`src/rtl/cos_pkg.sv`:
```
package cos_pkg;
   localparam int unsigned ADDR_W   = 3;
   localparam int unsigned DATA_W   = 8;
   localparam int unsigned PEND_BIT = 6;
   localparam int unsigned EN_BIT   = 7;
   localparam logic [ADDR_W-1:0] OFS_HOLE   = 3'd3;
   localparam logic [ADDR_W-1:0] OFS_STATUS = 3'd7;

   // Byte offset to bank index: offsets above the hole shift down by one.
   function automatic int unsigned bank_of(input logic [ADDR_W-1:0] a);
      return (a < OFS_HOLE) ? int'(a) : int'(a) - 1;
   endfunction
endpackage

```
`src/rtl/cos_sync.sv`:
```
module cos_sync #(
   parameter int unsigned WIDTH  = 48,
   parameter int unsigned STAGES = 2
) (
   input  logic             clk,
   input  logic             rst_n,
   input  logic [WIDTH-1:0] d,
   output logic [WIDTH-1:0] q
);
   generate
      if (STAGES < 2) begin : g_bad_stages
         $error("cos_sync needs at least two stages");
      end
   endgenerate

   logic [WIDTH-1:0] stg [STAGES];

   for (genvar s = 0; s < STAGES; s++) begin : g_stage
      if (s == 0) begin : g_first
         always_ff @(posedge clk or negedge rst_n) begin
            if (!rst_n) stg[s] <= '0;
            else        stg[s] <= d;
         end
      end else begin : g_next
         always_ff @(posedge clk or negedge rst_n) begin
            if (!rst_n) stg[s] <= '0;
            else        stg[s] <= stg[s-1];
         end
      end
   end

   assign q = stg[STAGES-1];
endmodule

```
`src/rtl/cos_bank_edge.sv`:
```
module cos_bank_edge #(
   parameter int unsigned NUM_BANKS = 6,
   parameter int unsigned BANK_W    = 8,
   localparam int unsigned LINES    = NUM_BANKS * BANK_W
) (
   input  logic                 clk,
   input  logic                 rst_n,
   input  logic [LINES-1:0]     cur,
   output logic [NUM_BANKS-1:0] bank_chg
);
   logic [LINES-1:0] prev_q;

   always_ff @(posedge clk or negedge rst_n) begin
      if (!rst_n) prev_q <= '0;
      else        prev_q <= cur;
   end

   // Any difference in either direction counts as a change for the bank.
   for (genvar b = 0; b < NUM_BANKS; b++) begin : g_bank
      assign bank_chg[b] = |(cur[b*BANK_W +: BANK_W] ^ prev_q[b*BANK_W +: BANK_W]);

      AST_EDGE_SEEN: assert property (@(posedge clk) disable iff (!rst_n)
         (cur[b*BANK_W +: BANK_W] != prev_q[b*BANK_W +: BANK_W]) |=>
            (prev_q[b*BANK_W +: BANK_W] == $past(cur[b*BANK_W +: BANK_W])));
   end
endmodule

```
`src/rtl/cos_flag_regs.sv`:
```
module cos_flag_regs #(
   parameter int unsigned NUM_BANKS = 6
) (
   input  logic                 clk,
   input  logic                 rst_n,
   input  logic [NUM_BANKS-1:0] bank_chg,
   input  logic                 clr,
   input  logic                 mask_we,
   input  logic [NUM_BANKS-1:0] mask_wdata,
   output logic [NUM_BANKS-1:0] flags,
   output logic [NUM_BANKS-1:0] mask
);
   logic [NUM_BANKS-1:0] hits;
   logic [NUM_BANKS-1:0] flags_d;

   assign hits = bank_chg & mask;

   // A change seen on the clearing edge is OR-ed in after the clear.
   always_comb begin
      flags_d = clr ? '0 : flags;
      flags_d = flags_d | hits;
   end

   always_ff @(posedge clk or negedge rst_n) begin
      if (!rst_n) begin
         flags <= '0;
         mask  <= '0;
      end else begin
         flags <= flags_d;
         if (mask_we) mask <= mask_wdata;
      end
   end

   for (genvar b = 0; b < NUM_BANKS; b++) begin : g_chk
      AST_FLAG_STICKY: assert property (@(posedge clk) disable iff (!rst_n)
         (flags[b] && !clr) |=> flags[b]);
      AST_MASKED_QUIET: assert property (@(posedge clk) disable iff (!rst_n)
         (!flags[b] && !mask[b]) |=> !flags[b]);
      AST_CHANGE_WINS: assert property (@(posedge clk) disable iff (!rst_n)
         (clr && bank_chg[b] && mask[b]) |=> flags[b]);
   end

   AST_CLEAR_ALL: assert property (@(posedge clk) disable iff (!rst_n)
      (clr && (hits == '0)) |=> (flags == '0));
endmodule

```
`src/rtl/cos_irq_ctrl.sv`:
```
module cos_irq_ctrl #(
   parameter int unsigned NUM_BANKS   = 6,
   parameter int unsigned BANK_W      = 8,
   parameter int unsigned SYNC_STAGES = 2,
   localparam int unsigned LINES      = NUM_BANKS * BANK_W
) (
   input  logic             clk,
   input  logic             rst_n,
   input  logic [LINES-1:0] din,
   input  logic [2:0]       addr,
   input  logic             wr_en,
   input  logic [7:0]       wr_data,
   input  logic             rd_en,
   output logic [7:0]       rd_data,
   output logic             irq
);
   import cos_pkg::*;

   generate
      if (BANK_W != DATA_W) begin : g_bad_width
         $error("bank width must equal the data byte width");
      end
      if (NUM_BANKS < 1 || NUM_BANKS > PEND_BIT) begin : g_bad_banks
         $error("bank count must fit below the pending bit");
      end
   endgenerate

   logic [LINES-1:0]     din_s;
   logic [NUM_BANKS-1:0] bank_chg;
   logic [NUM_BANKS-1:0] flags;
   logic [NUM_BANKS-1:0] mask;
   logic                 status_rd;
   logic                 mask_we;
   logic [DATA_W-1:0]    status;
   logic [DATA_W-1:0]    rd_next;

   cos_sync #(.WIDTH(LINES), .STAGES(SYNC_STAGES)) u_sync (
      .clk(clk), .rst_n(rst_n), .d(din), .q(din_s)
   );

   cos_bank_edge #(.NUM_BANKS(NUM_BANKS), .BANK_W(BANK_W)) u_edge (
      .clk(clk), .rst_n(rst_n), .cur(din_s), .bank_chg(bank_chg)
   );

   assign status_rd = rd_en && (addr == OFS_STATUS);
   assign mask_we   = wr_en && (addr == OFS_STATUS);

   cos_flag_regs #(.NUM_BANKS(NUM_BANKS)) u_flags (
      .clk(clk), .rst_n(rst_n), .bank_chg(bank_chg), .clr(status_rd),
      .mask_we(mask_we), .mask_wdata(wr_data[NUM_BANKS-1:0]),
      .flags(flags), .mask(mask)
   );

   assign irq = |flags;

   always_comb begin
      status                  = '0;
      status[NUM_BANKS-1:0]   = flags;
      status[PEND_BIT]        = ~irq;
      status[EN_BIT]          = |mask;
   end

   always_comb begin
      rd_next = '0;
      if (addr == OFS_STATUS) begin
         rd_next = status;
      end else if (addr != OFS_HOLE) begin
         for (int b = 0; b < NUM_BANKS; b++) begin
            if (bank_of(addr) == b) rd_next = din_s[b*BANK_W +: BANK_W];
         end
      end
   end

   always_ff @(posedge clk or negedge rst_n) begin
      if (!rst_n)     rd_data <= '0;
      else if (rd_en) rd_data <= rd_next;
   end

   AST_MASK_HOLD: assert property (@(posedge clk) disable iff (!rst_n)
      !mask_we |=> $stable(mask));
   AST_HOLE_ZERO: assert property (@(posedge clk) disable iff (!rst_n)
      (rd_en && addr == OFS_HOLE) |=> (rd_data == 8'h00));
   AST_PEND_LOW: assert property (@(posedge clk) disable iff (!rst_n)
      (status_rd && irq) |=> !rd_data[PEND_BIT]);
   AST_IRQ_RISE: assert property (@(posedge clk) disable iff (!rst_n)
      $rose(irq) |-> $past((bank_chg & mask) != '0));
endmodule

```
`config.mk`:
```
export PLATFORM = sky130hd
export DESIGN_NAME = cos_irq_ctrl
export DESIGN_NICKNAME = d
export VERILOG_FILES = /design/src/rtl/cos_pkg.sv /design/src/rtl/cos_sync.sv /design/src/rtl/cos_bank_edge.sv /design/src/rtl/cos_flag_regs.sv /design/src/rtl/cos_irq_ctrl.sv
export SDC_FILE = /design/constraint.sdc
export NUM_CORES = 1
export LEC_CHECK = 0
export ABC_CLOCK_PERIOD_IN_PS = 4100
export CORE_MARGIN = 3
export CORE_UTILIZATION = 40
export DETAILED_ROUTE_END_ITERATION = 10
export PLACE_DENSITY = 0.71
export SLEW_MARGIN = 20
export SYNTH_ARGS = -nofsm -noshare
export SYNTH_HDL_FRONTEND = slang
export SYNTH_SLANG_ARGS = --single-unit
```
`constraint.sdc`:
```
create_clock -name clk -period 4.1 [get_ports clk]
set_clock_uncertainty 0.2 [all_clocks]
set_input_delay 0.615 -clock clk [delete_from_list [all_inputs] [get_ports clk]]
set_output_delay 0.615 -clock clk [all_outputs]
set_load 0.02 [all_outputs]
```
* Word level (Yosys, flattened, before mapping) *
Cells that the tools add are included.
Widths: inputs -> output; s select.

cells by class
  multiplexer cells = 10
  magnitude comparators = 1
  add/sub/neg operators = 1
  reduce and logical (&&, ||, !) cells = 11
  bitwise gates (word level) = 9
  equality and inequality tests = 7

operator list
  kind                 count
  $eq 32x2->1 const B  2
  $eq 32x3->1 const B  2
  $mux 8               8
  $reduce_or 8->1      6
  $xor 8x8->8          6
  $eq 32x1->1 const B  1
  $logic_not 32->1     1
  $mux 32              1
  $reduce_or 6->1      2
  $and 6x6->6          1
  $mux 6               1
  $or 6x6->6           1
  $sub 3x1->4 const B  1
  $eq 3x3->1 const B   1
  $lt 3x2->1 const B   1
  $ne 3x2->1 const B   1
  $logic_and 1x1->1    2
  $not 1->1            1

storage, ports and cells
  input port bits = 63
  register bits after elaboration = 164
  word-level logic and storage cells = 45

* Logic depth before layout (Yosys ltp) *
Gate-level depths: netlist of the first run.

  word-level depth = 11
  depth in mapped cells = 8
  gate-level depth less buffers = 7

* Modules after synthesis *
From an unflattened synthesis of the first run, not the netlist that was laid out.

second synthesis, totals
  cell total of the unflattened synthesis = 433
  area total of the unflattened synthesis = 5990.7 µm²

by module, submodules not included
  module         area each (µm²)  seq. area each (µm²)  instances  cells each
  cos_sync       2762.6           2402.3                1          144
  cos_bank_edge  1719.1           1201.2                1          114
  cos_irq_ctrl   1032.2           200.2                 1          138
  cos_flag_regs  476.7            300.3                 1          37

* Least setup slack after synthesis of the first run *
No wires, ideal clock.

  path kind = input-to-reg
  start = in addr[0]
  end = reg rd_data[7]
  stages on the path = 7
  buffers on the path = 0
  data arrival time = 2097 ps
  slack = 1679 ps
  cells stage by stage = inv_1 ha_1 nor2b_1 a32o_2 a222oi_1 a221oi_1 a211o_1

on the way
  longest elaborated chain between the ends = 11
  elaborated cells between the ends (all ways) = 19
  classes of those cells = 1 x add/sub; 1 x order compare; 7 x eq/ne; 9 x mux; 1 x reduce/logical

RTL lines
  what                                       RTL line            text
  start, declared                            cos_irq_ctrl.sv:10  input logic [2:0] addr,
  $sub 3x1->4 or $lt 3x2->1 (tied branches)  cos_pkg.sv:11       return (a < OFS_HOLE) ? int'(a) : int'(a) - 1;
  $mux 32                                    cos_pkg.sv:11
  $logic_not 32->1                           cos_irq_ctrl.sv:69  if (bank_of(addr) == b) rd_next = din_s[b*BANK_W +: BANK_W];
  $mux 8 (6 in series)                       cos_irq_ctrl.sv:69
  $mux 8                                     cos_irq_ctrl.sv:67  end else if (addr != OFS_HOLE) begin
  $mux 8 (*)                                 cos_irq_ctrl.sv:65  if (addr == OFS_STATUS) begin
  end signal, assigned                       cos_irq_ctrl.sv:76  else if (rd_en) rd_data <= rd_next;
  end, declared                              cos_irq_ctrl.sv:14  output logic [7:0] rd_data,

Mark *: on every way between the ends. The rest lies on a longest branch, timed or not.
A chain may end at the register's enable or synchronous reset.

* Final worst setup path of the first run *
Ends and elaborated chain as after synthesis.

==> flow_summary_export.csv, run 1 <==
group,metric,value,unit
power_and_ir_drop,powerDensity,531,nW/um^2
power_and_ir_drop,power.switching,0.834,mW
clock_tree,post_cts_buffers,0,
sta,setup_slack,1.01,ns
critical_path,slowest_delay,0.67,ns
yosys,synth_area_per_cell,16.1,um^2
global_routing,grt_pass1_wl,16500,um
sta,layout_min_cycle_time,3.09,ns
die,start_util,0.416,
die,core_area,12800,um^2
yosys,async_flop_share,1.00,
critical_path,path_cells,"clkdlybuf4s50_1, inv_1, ha_1, nor2b_1, a32o_2, a222oi_1, a221oi_1, a211o_1",
status,status,"completed",
sta,fmax,323,MHz
critical_path,critPathKind,"input pin to register",
global_routing,grt_max_degree,108,
die,die-area,14800,um^2
yosys,synth_top_area_share,0.769,
critical_path,critical_path_buf_inv_count,2,
yosys,synth.area.top_cells,"dfrtp_1, xnor2_1, nand4_1",
yosys,netlist_area,5340,um^2
clock_tree,cts-buffers-inserted,17,
global_routing,met2_usage,0.223,
placed_design,place_congestion,0.864,
layout,final_nets,482,
sta,finalSetupViolCount,0,
global_routing,gr-usage-met1,0.201,
yosys,ys_ff_latch,164,
sta,slew_headroom,0.398,
route,wire_per_inst,16.8,um
layout,drive_above_1_share,0.107,
sta,finalSetupTns,0,ns
die,pin_count,72,
placed_design,portBuffers,69,
global_routing,antenna_found_initial,0,
global_routing,met3_usage,0.0474,
sta,slew_violations,0,
route,ant_nets,0,
global_routing,grt_pass1_vias,3190,
critical_path,cp_max_fo,9,
yosys,synth_fp_nets,397,
route,vias,2955,
yosys,yosysMostFrequentCell,"dfrtp_1",
worst_hold_path,hold_class,"input pin to async pin",
placed_design,pre_cts_slack,0.661,ns
critical_path,worstPathArrival,3.19,ns
power_and_ir_drop,seqPwrFrac,0.494,
global_routing,grt_overflow,0,
route,routed_wl,10100,um
layout,area_growth,28.1,%
yosys,yosys-top-cells-count,"dfrtp_1, xnor2_1, nand2_1",
yosys,ys_types,36,
global_routing,top_usage_layer,"met2",
clock_tree,path_clk_slew,0.06,ns
sta,grt_setup_unrepaired,"false",
die,dieHeight,122,um
placed_design,dp_hpwl,7040,um
sta,hold_viol_final,0,
clock_tree,htree_levels,4,
yosys,synth_cells,332,
clock_tree,cts_hold_buf,0,
critical_path,cp_top_family,"compound AO/OA/AOI/OAI gates",
sta,tightest_slew,0.903,ns
die,num_rows,41,
power_and_ir_drop,internal-power,2.80,mW
critical_path,endpoint_kind,"register",
power_and_ir_drop,comb_power_share,0.076,
power_and_ir_drop,p_sw_frac,0.230,
layout,antennaDiodeCount,0,
global_routing,grt_use_total,0.148,
critical_path,critPathLaunchType,"input pin",
yosys,synth-seq-area-share,0.769,
route,dr.pass1.iters,5,
power_and_ir_drop,vdd_drop_max,0.000321,V
sta,finalCritPeriodShare,0.754,
yosys,synth-main-ff-cell,"dfrtp_1",
yosys,yosysWarnings,0,
die,die_x,122,um
clock_tree,cts_buffer_depth,2,
route,drcViolationCount,0,
flow_run,maxCapViolCount,0,
power_and_ir_drop,clockPowerShare,0.429,
power_and_ir_drop,leakage,2.86,nW
critical_path,cp_slowest_cell,"clkdlybuf4s50_1",
yosys,synth-edff-count,0,
route,drt-initial-drc-count,325,
route,viasPerCell,4.91,
yosys,yosysTopAreaCell,"dfrtp_1",
clock_tree,cts.repair.resized,0,
critical_path,crit_required,4.20,ns
clock_tree,cts_tree,"done",
clock_tree,clock_sinks,164,
clock_tree,clkLatencyLatePin,0.41,ns
clock_tree,cts_root_buf,"clkbuf_16",
[cells in the final DEF, fill, tap and decap left out, types with 7 or more instances in the layout]
master / count
dfrtp_1: 164
clkdlybuf4s50_1: 68
xnor2_1: 48
nand2_1: 18
clkbuf_16: 17
nand4_1: 12
inv_1: 9
o221ai_1: 8
a222oi_1: 7
a221oi_1: 7
[final timing paths]
path	startpoint	end	slack, ns	cells after the start
setup / recovery	addr[0]	rd_data[7]	1.01	8
hold / removal	rst_n	u_sync.stg[72]	0.12	1
setup reg to reg	u_sync.q[5]	rd_data[5]	2.47	3
hold reg to reg	u_sync.stg[82]	u_sync.q[34]	0.14	0
max in group asynchronous	rst_n	u_sync.q[7]	2.77	2
min in group clk	u_sync.stg[82]	u_sync.q[34]	0.14	0
[power by group through the flow]
stage               clock (mW)  combinational [mW]  sequential, mW
detailed placement           0               0.279            1.82
global placement             0               0.270            1.82
global route              1.65               0.304            1.81
floorplan                    0               0.117            1.81
finish                    1.56               0.277            1.80
CTS                       1.59               0.281            1.80
[worst register-to-register path: stages (launching register included)]
cell and delay [ns]:
dfrtp_1 0.42, a222oi_1 0.47, a221oi_1 0.14, a221o_1 0.28
[registers in the layout, indices dropped and copies added (netlist names)]
name / count
u_flags.flags: 6
u_flags.mask: 6
rd_data: 8
u_sync.q: 48
u_sync.stg: 48
u_edge.prev_q: 48
[cell type report]
cell class                      count  area (um^2)
Clock buffer                       20          447
Sequential cell                   164         4100
Timing Repair Buffer               70          712
Inverter                           10         37.5
Clock inverter                     12          144
Fill cell                        1049         5990
Tap cell                          172          215
Multi-Input combinational cell    154         1180
[metrics by stage]
step / hold slack, ns / util / area, um^2 / power [mW] / instances
finish: 0.125 / 0.533 / 6840 / 3.63 / 602
global route: 0.150 / 0.533 / 6840 / 3.76 / 602
CTS: 0.144 / 0.533 / 6840 / 3.66 / 602
detailed placement: 0.135 / 0.487 / 6250 / 2.10 / 570
global placement: 0.135 / 0.487 / 6250 / 2.09 / 570
floorplan: 0.119 / - / 5340 / 1.93 / 332
[layer usage]
layer,share of wire,routed length [um]
met2,0.48,4860
met5,0,0
met3,0.067,681
met4,0.018,181
met1,0.43,4380
[kinds of logic (layout without fill, tap and decap cells)]
logic type,count (synthesis),after routing,synth area share
adders and majority gates,2,2,0.00469
muxes,6,6,0.0127
and+or+nand+nor,53,53,0.0518
AOI/OAI and AO/OA,45,45,0.0727
xor gates and xnor gates,48,48,0.0787
DFF,164,164,0.769
buffers and inverters,14,112,0.0108
(Power assumes the default switching activity.)
==> run 2, diff against run 1 <==
Settings changed: ABC_CLOCK_PERIOD_IN_PS 4100 to 3190.
Clock period 4.1 ns to 3.19 ns, I/O delays scaled along.
==> run 2 against run 1 <==
Global-route usage decreased by 0.30 points. Sequential share of layout area shrank 0.28 points. Critical path depth did not move. Hold slack gained 0.020 ns. Sequential power is 28% higher. Total power rose by 28%. Register-to-register slack got worse by 0.88 ns. Die area unchanged. Utilization grew 0.25 points. First-iteration DRC count is 8.3% lower.
==> flow_summary_export.csv, run 2 (synthesis results as in run 1) <==
group,metric,value,unit
layout,fillers,1057,
die,dieHeight,122,um
placed_design,place_area,6270,um^2
sta,grt_setup_unrepaired,"false",
die,start_util,0.416,
flow_run,maxCapViolCount,0,
clock_tree,htree_levels,4,
route,drcViolationCount,0,
layout,fin_area,6870,um^2
route,ant_nets,0,
route,routed_wl,9890,um
critical_path,crit_required,3.28,ns
layout,final_common_cell,"dfrtp_1",
global_routing,grt_overflow,0,
layout,multiInputGateArea,1180,um^2
placed_design,dp_hpwl,7060,um
layout,drive_above_1_share,0.119,
layout,final_nets,488,
power_and_ir_drop,vdd_drop_max,0.000306,V
layout,antennaDiodeCount,0,
critical_path,worstPathArrival,2.69,ns
power_and_ir_drop,leakage,2.88,nW
layout,area_growth,28.7,%
worst_hold_path,hold_class,"register to register",
sta,slew_violations,0,
sta,slew_headroom,0.455,
die,num_rows,41,
sta,hold_viol_final,0,
layout,mostFrequentLayoutCells,"dfrtp_1, clkdlybuf4s50_1, xnor2_1",
global_routing,grt_max_degree,93,
placed_design,pre_cts_slack,0.180,ns
sta,finalSetupTns,0,ns
clock_tree,path_clk_slew,0.06,ns
layout,post-route-util,0.536,
layout,regArea,4100,um^2
critical_path,critPathKind,"input pin to register",
power_and_ir_drop,power,4.65,mW
clock_tree,cts-buffers-inserted,17,
global_routing,grt_use_total,0.145,
sta,finalSetupViolCount,0,
placed_design,portBuffers,69,
sta,tightest_slew,0.818,ns
die,die_x,122,um
global_routing,grt_pass1_wl,16200,um
clock_tree,post_cts_buffers,0,
die,pin_count,72,
critical_path,critPathLaunchType,"input pin",
clock_tree,cts.repair.resized,0,
clock_tree,cts_hold_buf,1,
route,dr.pass1.iters,7,
critical_path,cp_max_fo,7,
global_routing,grt_pass1_vias,3130,
die,die-area,14800,um^2
sta,fmax,385,MHz
status,status,"completed",
sta,finalCritPeriodShare,0.815,
critical_path,endpoint_kind,"register",
die,core_area,12800,um^2
clock_tree,cts_root_buf,"clkbuf_16",
clock_tree,clock_sinks,164,
placed_design,place_congestion,0.850,
route,drt-initial-drc-count,298,
sta,layout_min_cycle_time,2.60,ns
power_and_ir_drop,powerDensity,676,nW/um^2
route,vias,2973,
clock_tree,cts_buffer_depth,2,
global_routing,antenna_found_initial,0,
route,wire_per_inst,16.3,um
sta,setup_slack,0.590,ns
clock_tree,cts_tree,"done",
route,viasPerCell,4.89,
clock_tree,clkLatencyLatePin,0.41,ns
==> run 2: cell types whose count changed in the layout (fill, tap and decap cells not counted) <==
cell           delta
buf_4             +6
clkbuf_1          -1
clkinv_4          -1
dlygate4sd3_1     +1
clkinv_2          +2
buf_12            -1
==> run 2: path summary, 6_finish.rpt <==
path	from	endpoint	slack, ns	cells after the start
min in group asynchronous	rst_n	u_sync.q[27]	0.50	2
max	addr[0]	rd_data[7]	0.59	8
min	u_sync.stg[82]	u_sync.q[34]	0.14	0
max reg2reg	u_flags.mask[0]	rd_data[7]	1.59	3
max in group asynchronous	rst_n	u_sync.q[22]	1.49	3
min reg2reg	u_sync.stg[82]	u_sync.q[34]	0.14	0
==> run 2: metal layers <==
layer / vias up / track usage / part of all wire / wire length [um]
met5: - / 0 / 0 / 0
met4: 0 / 0.0511 / 0.013 / 124
met3: 11 / 0.0515 / 0.066 / 653
met2: 112 / 0.221 / 0.48 / 4790
met1: 1487 / 0.195 / 0.44 / 4320
li1: 1363 / - / - / -
==> run 2: per-stage QoR <==
stage                     cells  hold slack, ns
final                       608           0.144
after global routing        608           0.152
after CTS                   608           0.144
after detailed placement    575           0.135
after global placement      575           0.136
after floorplan             332         -0.0171
==> run 2: critical path, cell delays in order <==
cell and delay (ns):
clkdlybuf4s50_1 0.48, inv_1 0.07, ha_1 0.37, nor2b_1 0.18, a32o_2 0.32, a222oi_1 0.35
a221oi_1 0.13, a211o_1 0.31
==> run 2: final cells by class <==
| cell class | instances | area share |
|---|---|---|
| Inverter | 10 | 0.00546 |
| Timing Repair Buffer | 76 | 0.109 |
| Multi-Input combinational cell | 154 | 0.171 |
| Clock inverter | 13 | 0.0211 |
| Sequential cell | 164 | 0.597 |
| Tap cell | 172 | 0.0313 |
| Clock buffer | 19 | 0.0645 |
==> run 2: power by group <==
part           switching [mW]  internal [mW]  total [mW]
clock network           0.799           1.18        1.98
registers              0.0930           2.21        2.31
logic                   0.161          0.195       0.356
